<file path="src/rtl/coef_loader_pkg.sv">
package coef_loader_pkg;
  typedef enum logic [1:0] {
    SEL_FIRST = 2'b00,
    SEL_LAST  = 2'b01,
    SEL_DATA  = 2'b10,
    SEL_RSVD  = 2'b11
  } host_sel_e;
endpackage

</file>
<file path="src/rtl/coef_addr_ctrl.sv">
module coef_addr_ctrl #(
  parameter int ADDR_W = 6
) (
  input  logic              clk,
  input  logic              rst_n,
  input  logic              load_first,
  input  logic              load_last,
  input  logic [ADDR_W-1:0] din,
  input  logic              advance,
  output logic [ADDR_W-1:0] ptr,
  output logic [ADDR_W-1:0] first_q,
  output logic [ADDR_W-1:0] last_q
);
  logic [ADDR_W-1:0] ptr_q, ptr_d, first_d, last_d;

  always_comb begin
    ptr_d   = ptr_q;
    first_d = first_q;
    last_d  = last_q;
    if (load_first) begin
      first_d = din;
      ptr_d   = din;
    end else if (advance && (ptr_q != last_q)) begin
      ptr_d = ptr_q + 1'b1;
    end
    if (load_last) last_d = din;
  end

  always_ff @(posedge clk or negedge rst_n) begin
    if (!rst_n) begin
      ptr_q   <= '0;
      first_q <= '0;
      last_q  <= '0;
    end else begin
      ptr_q   <= ptr_d;
      first_q <= first_d;
      last_q  <= last_d;
    end
  end

  assign ptr = ptr_q;

  p_load_first_r2: assert property (@(posedge clk) disable iff (!rst_n)
    load_first |=> (ptr == $past(din)) && (first_q == $past(din)));
  p_hold_at_last_r5: assert property (@(posedge clk) disable iff (!rst_n)
    (advance && !load_first && !load_last && ptr == last_q) |=> ptr == $past(ptr));
  p_step_r3: assert property (@(posedge clk) disable iff (!rst_n)
    (advance && !load_first && ptr != last_q) |=> ptr == $past(ptr) + 1'b1);
  p_idle_hold_r10: assert property (@(posedge clk) disable iff (!rst_n)
    (!advance && !load_first) |=> $stable(ptr));
endmodule

</file>
<file path="src/rtl/coef_byte_pack.sv">
module coef_byte_pack #(
  parameter int COEF_W = 16
) (
  input  logic              clk,
  input  logic              rst_n,
  input  logic              narrow,
  input  logic              clr_phase,
  input  logic              data_wr,
  input  logic              data_rd,
  input  logic [COEF_W-1:0] wdata,
  input  logic [COEF_W-1:0] rword,
  output logic              phase_hi,
  output logic              word_done,
  output logic [COEF_W-1:0] ram_wdata,
  output logic [COEF_W-1:0] rd_value
);
  localparam int HI_W = COEF_W - 8;

  logic       phase_q, phase_d;
  logic [7:0] lo_q, lo_d;
  logic       access;

  assign access = data_wr || data_rd;

  always_comb begin
    phase_d = phase_q;
    lo_d    = lo_q;
    if (clr_phase || !narrow) begin
      phase_d = 1'b0;
    end else if (access) begin
      phase_d = ~phase_q;
    end
    if (narrow && data_wr && !phase_q) lo_d = wdata[7:0];
  end

  always_ff @(posedge clk or negedge rst_n) begin
    if (!rst_n) begin
      phase_q <= 1'b0;
      lo_q    <= '0;
    end else begin
      phase_q <= phase_d;
      lo_q    <= lo_d;
    end
  end

  assign phase_hi  = phase_q;
  assign word_done = access && (!narrow || phase_q);
  assign ram_wdata = narrow ? {wdata[HI_W-1:0], lo_q} : wdata;

  always_comb begin
    if (!narrow)      rd_value = rword;
    else if (phase_q) rd_value = {{8{1'b0}}, rword[COEF_W-1:8]};
    else              rd_value = {{HI_W{1'b0}}, rword[7:0]};
  end

  p_phase_clear_r9: assert property (@(posedge clk) disable iff (!rst_n)
    clr_phase |=> !phase_q);
  p_phase_toggle_r8: assert property (@(posedge clk) disable iff (!rst_n)
    (narrow && access && !clr_phase) |=> phase_q != $past(phase_q));
endmodule

</file>
<file path="src/rtl/coef_loader.sv">
module coef_loader
  import coef_loader_pkg::*;
#(
  parameter int ADDR_W = 6,
  parameter int COEF_W = 16
) (
  input  logic              clk,
  input  logic              rst_n,
  input  logic              narrow_mode,
  input  logic              host_wr,
  input  logic              host_rd,
  input  logic [1:0]        host_addr,
  input  logic [COEF_W-1:0] host_wdata,
  output logic [COEF_W-1:0] host_rdata,
  output logic              ram_we,
  output logic [ADDR_W-1:0] ram_addr,
  output logic [COEF_W-1:0] ram_wdata,
  input  logic [COEF_W-1:0] ram_rdata
);
  localparam int PAD_W = COEF_W - ADDR_W;

  host_sel_e         sel;
  logic              rd_only, wr_first, wr_last, wr_data, rd_data;
  logic              phase_hi, word_done;
  logic [ADDR_W-1:0] ptr, first_q, last_q;
  logic [COEF_W-1:0] rd_value, rdata_q, rdata_d;

  assign sel      = host_sel_e'(host_addr);
  assign rd_only  = host_rd && !host_wr;
  assign wr_first = host_wr && (sel == SEL_FIRST);
  assign wr_last  = host_wr && (sel == SEL_LAST);
  assign wr_data  = host_wr && (sel == SEL_DATA);
  assign rd_data  = rd_only && (sel == SEL_DATA);

  coef_addr_ctrl #(.ADDR_W(ADDR_W)) u_addr (
    .clk        (clk),
    .rst_n      (rst_n),
    .load_first (wr_first),
    .load_last  (wr_last),
    .din        (host_wdata[ADDR_W-1:0]),
    .advance    (word_done),
    .ptr        (ptr),
    .first_q    (first_q),
    .last_q     (last_q)
  );

  coef_byte_pack #(.COEF_W(COEF_W)) u_pack (
    .clk       (clk),
    .rst_n     (rst_n),
    .narrow    (narrow_mode),
    .clr_phase (wr_first),
    .data_wr   (wr_data),
    .data_rd   (rd_data),
    .wdata     (host_wdata),
    .rword     (ram_rdata),
    .phase_hi  (phase_hi),
    .word_done (word_done),
    .ram_wdata (ram_wdata),
    .rd_value  (rd_value)
  );

  assign ram_addr = ptr;
  assign ram_we   = wr_data && word_done;

  always_comb begin
    rdata_d = rdata_q;
    if (rd_only) begin
      case (sel)
        SEL_FIRST: rdata_d = {{PAD_W{1'b0}}, first_q};
        SEL_LAST:  rdata_d = {{PAD_W{1'b0}}, last_q};
        SEL_DATA:  rdata_d = rd_value;
        default:   rdata_d = '0;
      endcase
    end
  end

  always_ff @(posedge clk or negedge rst_n) begin
    if (!rst_n) rdata_q <= '0;
    else        rdata_q <= rdata_d;
  end

  assign host_rdata = rdata_q;

  p_we_needs_wr_r11: assert property (@(posedge clk) disable iff (!rst_n)
    ram_we |-> host_wr);
  p_rdata_hold_r11: assert property (@(posedge clk) disable iff (!rst_n)
    (host_wr && host_rd) |=> $stable(host_rdata));
  p_we_high_only_r7: assert property (@(posedge clk) disable iff (!rst_n)
    (ram_we && narrow_mode) |-> phase_hi);
  p_rsvd_ignored_r10: assert property (@(posedge clk) disable iff (!rst_n)
    (host_wr && sel == SEL_RSVD) |=> $stable(ram_addr) && $stable(first_q) && $stable(last_q));
endmodule

</file>
<file path="config.mk">
export PLATFORM = sky130hd
export DESIGN_NAME = coef_loader
export DESIGN_NICKNAME = d
export VERILOG_FILES = /design/src/rtl/coef_loader_pkg.sv /design/src/rtl/coef_addr_ctrl.sv /design/src/rtl/coef_byte_pack.sv /design/src/rtl/coef_loader.sv
export SDC_FILE = /design/constraint.sdc
export NUM_CORES = 1
export LEC_CHECK = 0
export ABC_AREA = 1
export ABC_CLOCK_PERIOD_IN_PS = 2400
export BUFFER_PORTS_ARGS = -buffer_cell sky130_fd_sc_hd__buf_2
export CORE_UTILIZATION = 24
export CTS_BUF_LIST = sky130_fd_sc_hd__clkbuf_4 sky130_fd_sc_hd__clkbuf_8 sky130_fd_sc_hd__clkbuf_16
export DETAILED_ROUTE_END_ITERATION = 7
export HOLD_SLACK_MARGIN = 0.02
export SLEW_MARGIN = 20
export SYNTH_ARGS = -nofsm -noshare
export SYNTH_HDL_FRONTEND = slang
export SYNTH_SLANG_ARGS = --single-unit
</file>
<file path="constraint.sdc">
create_clock -name clk -period 2.4 [get_ports clk]
set_input_delay 0.48 -clock clk [delete_from_list [all_inputs] [get_ports clk]]
set_output_delay 0.48 -clock clk [all_outputs]
set_load 0.05 [all_outputs]
</file>
==> results of run 1 <==
layout by cell type (no fill, tap or decap):
master and n:
inv_1 31, clkinv_2 1, nor3_4 1, o21ai_0 49
nor3_1 1, nor2_4 1, buf_4 7, ha_1 1
dfrtp_1 43, nor2_1 21, o21ai_2 7, o211ai_1 2
a21oi_1 13, nand2_4 1, a21oi_2 1, nand2_1 110
clkbuf_8 6, or2_2 1, nor2_2 2, inv_2 1
o21ai_1 2, o31ai_1 8, buf_2 77, nand3_1 9
nand2_2 2
final cells by class:
class                   instances  area share (%)
multi-input cells             232           36.66
flip-flops and latches         43           36.20
repair buffers                 84           14.73
well taps                     129           5.429
inverters                      32           4.040
clock buffers                   6           2.778
clock inverters                 1          0.1684
routing by layer:
metal / GRT usage, % / up-vias / wire (um)
met5: 0 / - / 0
met4: 2.676 / 0 / 35
met3: 2.774 / 5 / 380
met2: 21.93 / 69 / 3043
met1: 19.50 / 1098 / 3225
li1: - / 1181 / -
worst min path at each step:
| stage | slack, ps | start | to | cells after the start |
|---|---|---|---|---|
| floorplan | 180 | rst_n | host_rdata[0] | 0 |
| global placement | 460 | u_addr.first_q[4] | u_addr.first_q[4] | 2 |
| detailed placement | 470 | u_addr.first_q[5] | u_addr.first_q[5] | 2 |
| CTS | 220 | rst_n | u_addr.first_q[1] | 1 |
| global route | 230 | rst_n | u_pack.lo_q[3] | 1 |
| finish | 200 | rst_n | u_pack.lo_q[3] | 1 |
through the flow:
stage | setup WS, ps | hold slack (ps) | util [%]
after floorplan | 87.41 | 184.4 | -
after global placement | 429.9 | 464.5 | 30.79
after detailed placement | 442.9 | 472.7 | 30.79
after CTS | 445.0 | 224.6 | 31.72
after global routing | 310.2 | 228.6 | 31.72
final | 464.5 | 199.9 | 31.72
power by group through the flow:
stage	Sequential (mW)	Clock, mW	Combinational (mW)
6_report	0.988	0.472	0.911
5_1_grt	1.01	0.518	1.02
4_1_cts	0.985	0.490	0.923
3_5_place_dp	0.998	0	0.920
3_3_place_gp	0.995	0	0.908
2_1_floorplan	1.19	0	0.463
cells by family (layout without fill, tap and decap cells):
family | after synthesis | count (layout)
AND/OR/NAND/NOR | 149 | 149
flip-flops | 43 | 43
buffers and inverters | 44 | 123
adder cells (fa/ha/maj) | 1 | 1
AO/OA/AOI/OAI | 82 | 82
synthesized netlist by cell type (all sizes together):
library cell	n	area (sq um)
a21oi	14	73.82
buf	7	50.05
clkbuf	5	18.77
dfrtp	43	1076
ha	1	12.51
inv	32	120.1
nand2	113	436.7
nand3	9	45.04
nor2	24	102.6
nor3	2	21.27
o211ai	2	15.01
o21ai	58	316.6
o31ai	8	60.06
or2	1	6.260
state kept, by name, summed over array words and instances, names as in the netlist:
signal           cells
host_rdata          16
u_pack.lo_q          8
u_addr.ptr           6
u_addr.first_q       6
u_addr.last_q        6
u_pack.phase_hi      1
critical path, stage by stage:
cell,delay [ps]
buf_2,110
inv_1,370
nor2_1,110
nor2_1,120
buf_2,260
==> results.cfg, run 1 <==
[critical_path]
crit_path_max_fanout = 19
endpoint = ram_we
cp-end-kind = primary output
crit_type = input pin to primary output
reg2reg_from = u_addr.ptr[0]
cp.arrival_ps = 1460
crit_required_ps = 1920
r2r_slack_ps = 940
crit_path_start_kind = input pin
worstRegToRegCells = 9
r2r-end = u_addr.ptr[4]
crit_start = narrow_mode

[pwr]
swShare_pct = 43.62
combPwrFrac_pct = 38.4
switching_power_mw = 1.034
pwr_density_cell_nw_per_um2 = 797.7
intPower_mw = 1.337
ir_worst_vdd_mv = 0.4177
power_frac_clock_pct = 19.9
seqPwrFrac_pct = 41.7
p_total_mw = 2.371
leakage_nw = 1.636

[detailed_routing]
first_pass_iters = 4
drt-total-wl_mm = 6.684
vias = 2353
wl_per_cell_um = 12.68
final_antenna_net_count = 0
drc = 0
routed_via_density = 4.465
drt_iter0_drc = 137

[placed_design]
dpl_cell_area_sq_um = 2885
placedCellCount = 520
port_buffers = 77
hpwl_mm = 5.059
gp_congestion = 0.8014

[finish]
final_cells = 527
ff_latch_area_sq_um = 1076
syn2layout_area_growth_pct = 26.25
n_antenna_cell = 0
multi_input_area_sq_um = 1090
final_cell_area_sq_um = 2973
final_nets = 438
drive_above_1_share_pct = 27.14
fillers = 1044

[global_routing]
grtUsageTotal_pct = 13.83
grt_pass1_wl_mm = 11.01
grt_max_degree = 28
grt_overflow_total = 0
first_global_vias = 2189
antenna_found_initial = 0

[synthesis]
synthCells = 319
yosysWarnings = 0
synth-compound-area-share_pct = 19.77
synth_top_family_by_area = simple AND/OR/NAND/NOR gates
muxShareOfSynthArea_pct = 0
synthSimpleGateAreaFrac_pct = 25.98
syn_area_sq_um = 2355
synth_cell_types = 25
ys_seq_elements = 43
avgSynthCellArea_sq_um = 7.382
yosys.area_share.adder_pct = 0.5313
syn_nets = 359
synth_xor_area_share_pct = 0
ys_seq_area_share_pct = 45.70

[floorplanning]
dieHeight_um = 101.1
rows = 35
core_area_sq_um = 9371
start_util_pct = 25.13
die_width_um = 101.1
num_io_pins = 78
die-area_sq_um = 10210

[sta]
fmax_mhz = 516.7
min_period_ps = 1936
setup_violations = 0
hold_viol = 0
rsz0062_at_grt = no
slew_headroom_pct = 58.42
fin_tns_setup_ps = 0
slew_violations = 0
finClkSkew_ps = 7.071
min_period_over_period_pct = 80.65
tightest_slew_ps = 623.7

[clock_network]
clk_pin_slew_ps = 80
postCtsSetupBuffers = 0
worstSkewPairLatency_ps = 290
clkSinkCount = 43
cts_htree_levels = 2
ctsResizeCount = 0
cts_root_buf = clkbuf_8
cts_hold_buf = 0
numCtsBuffers = 5
cts_tree = built
cts_buffer_depth = 2

[job]
maxCapViolCount = 0

[worst_hold_path]
hold_path.class = input pin to asynchronous set/reset pin

[outcome]
status = finished clean
Note: power is estimated with default switching activity, not from simulation.
==> run 2: changes to the inputs <==
--- a/config.mk
+++ b/config.mk
@@ -6,7 +6,7 @@
 export NUM_CORES = 1
 export LEC_CHECK = 0
 export ABC_AREA = 1
-export ABC_CLOCK_PERIOD_IN_PS = 2400
+export ABC_CLOCK_PERIOD_IN_PS = 1800
 export BUFFER_PORTS_ARGS = -buffer_cell sky130_fd_sc_hd__buf_2
 export CORE_UTILIZATION = 24
 export CTS_BUF_LIST = sky130_fd_sc_hd__clkbuf_4 sky130_fd_sc_hd__clkbuf_8 sky130_fd_sc_hd__clkbuf_16
==> constraint.sdc (replaced) <==
create_clock -name clk -period 1.8 [get_ports clk]
set_input_delay 0.36 -clock clk [delete_from_list [all_inputs] [get_ports clk]]
set_output_delay 0.36 -clock clk [all_outputs]
set_load 0.05 [all_outputs]
==> run 2 against run 1 <==
Global-route usage is 0.40 points lower. Highest routed layer unchanged. Via count is 0.64% lower. Largest cell class unchanged. Critical path depth down 2. Count of clock-buffer cells in the layout fell by 1. Critical path type is now register to primary output. Worst hold slack worse by 79 ps. Largest power group unchanged. First-iteration DRC count decreased by 20%.
==> results.cfg, run 2 (synthesis gave the netlist of run 1 again) <==
[outcome]
status = finished clean

[placed_design]
place_ws_ps = 167.8
hpwl_mm = 5.034
gp_congestion = 0.7873
dpl_cell_area_sq_um = 2939
port_buffers = 77

[floorplanning]
num_io_pins = 78
die-area_sq_um = 10210
rows = 35
die_width_um = 101.1
core_area_sq_um = 9371
start_util_pct = 25.13
dieHeight_um = 101.1

[sta]
min_period_over_period_pct = 87.16
slew_headroom_pct = 63.76
fin_ws_ps = 231.1
min_period_ps = 1569
finClkSkew_ps = 8.136
rsz0062_at_grt = no
fmax_mhz = 637.4
fin_tns_setup_ps = 0
setup_violations = 0
tightest_slew_ps = 543.6
hold_viol = 0
slew_violations = 0

[detailed_routing]
routed_via_density = 4.403
drc = 0
drt_iter0_drc = 109
final_antenna_net_count = 0
vias = 2338
first_pass_iters = 4
drt-total-wl_mm = 6.553
wl_per_cell_um = 12.34

[clock_network]
cts_root_buf = clkbuf_8
worstSkewPairLatency_ps = 300
numCtsBuffers = 5
clkSinkCount = 43
cts_buffer_depth = 2
ctsResizeCount = 0
cts_tree = built
postCtsSetupBuffers = 0
cts_hold_buf = 0
cts_htree_levels = 2
clk_pin_slew_ps = 80

[finish]
syn2layout_area_growth_pct = 28.59
largest_reg_flops = 16
final_cell_area_sq_um = 3028
fin_util_pct = 32.31
final_cell_mix = nand2_1, buf_2, dfrtp_1
layout_commonest_cell = nand2_1
n_antenna_cell = 0
final_nets = 441
drive_above_1_share_pct = 29.10

[critical_path]
crit_path_start_kind = register
cp.arrival_ps = 1210
r2r_slack_ps = 360
crit_required_ps = 1440
crit_path_max_fanout = 4
path_delay_family = flip-flops
reg2reg_from = u_addr.ptr[3]
crit_top_cell = nor2_1
cp-end-kind = primary output
path_cells = nor2_1, nor2_1, buf_2
critPathBufInv = 1
crit_start = u_pack.phase_hi
max_stage_delay_ps = 440
slowest_stage = dfrtp_1
crit_type = register to primary output

[global_routing]
grtUsageTotal_pct = 13.43
grt_overflow_total = 0
grt_max_degree = 44
antenna_found_initial = 0
grt_pass1_wl_mm = 10.65
first_global_vias = 2196

[pwr]
pwr_density_cell_nw_per_um2 = 1047
ir_worst_vdd_mv = 0.5349
leakage_nw = 1.655
p_total_mw = 3.170

[job]
maxCapViolCount = 0

[worst_hold_path]
hold_path.class = input pin to asynchronous set/reset pin
[run 2: cell count changes in the layout (fill, tap and decap cells not counted), sizes merged]
cell,previous run,this run
buf,84,87
clkinvlp,0,2
clkbuf,6,5
[run 2: layout make-up]
class | count | area (sq um)
sequential | 43 | 1076
fill | 1047 | 6344
clock buffer | 5 | 68.82
clock inverter | 3 | 20.02
multi-input combinational | 232 | 1109
timing repair buffer | 87 | 473.0
inverter | 32 | 120.1
tap | 129 | 161.4
[run 2: worst paths after layout]
path | to | depth (start not counted)
setup / recovery | ram_we | 3
hold / removal | host_rdata[7] | 2
setup reg to reg | u_addr.ptr[3] | 9
hold reg to reg | u_addr.first_q[0] | 2
max in group asynchronous | u_pack.phase_hi | 2
min in group clk | u_pack.lo_q[7] | 3
[run 2: where the power goes]
group / total [mW] / switching [mW] / internal (mW) / leakage [nW]
combinational: 1.24 / 0.882 / 0.354 / 1.07
sequential: 1.31 / 0.173 / 1.14 / 0.546
clock: 0.623 / 0.352 / 0.270 / 0.0402
[run 2: stage by stage]
step	cells	hold slack (ps)
2_1_floorplan	319	64.41
3_3_place_gp	523	464.0
3_5_place_dp	523	467.1
4_1_cts	531	149.7
5_1_grt	531	164.4
6_report	531	121.1
[run 2: layer usage]
layer | track usage (%) | wire length [um] | up-vias
met3 | 2.982 | 384 | 5
met4 | 3.122 | 42 | 0
met2 | 21.61 | 2989 | 64
li1 | - | - | 1192
met5 | 0 | 0 | -
met1 | 18.31 | 3137 | 1077
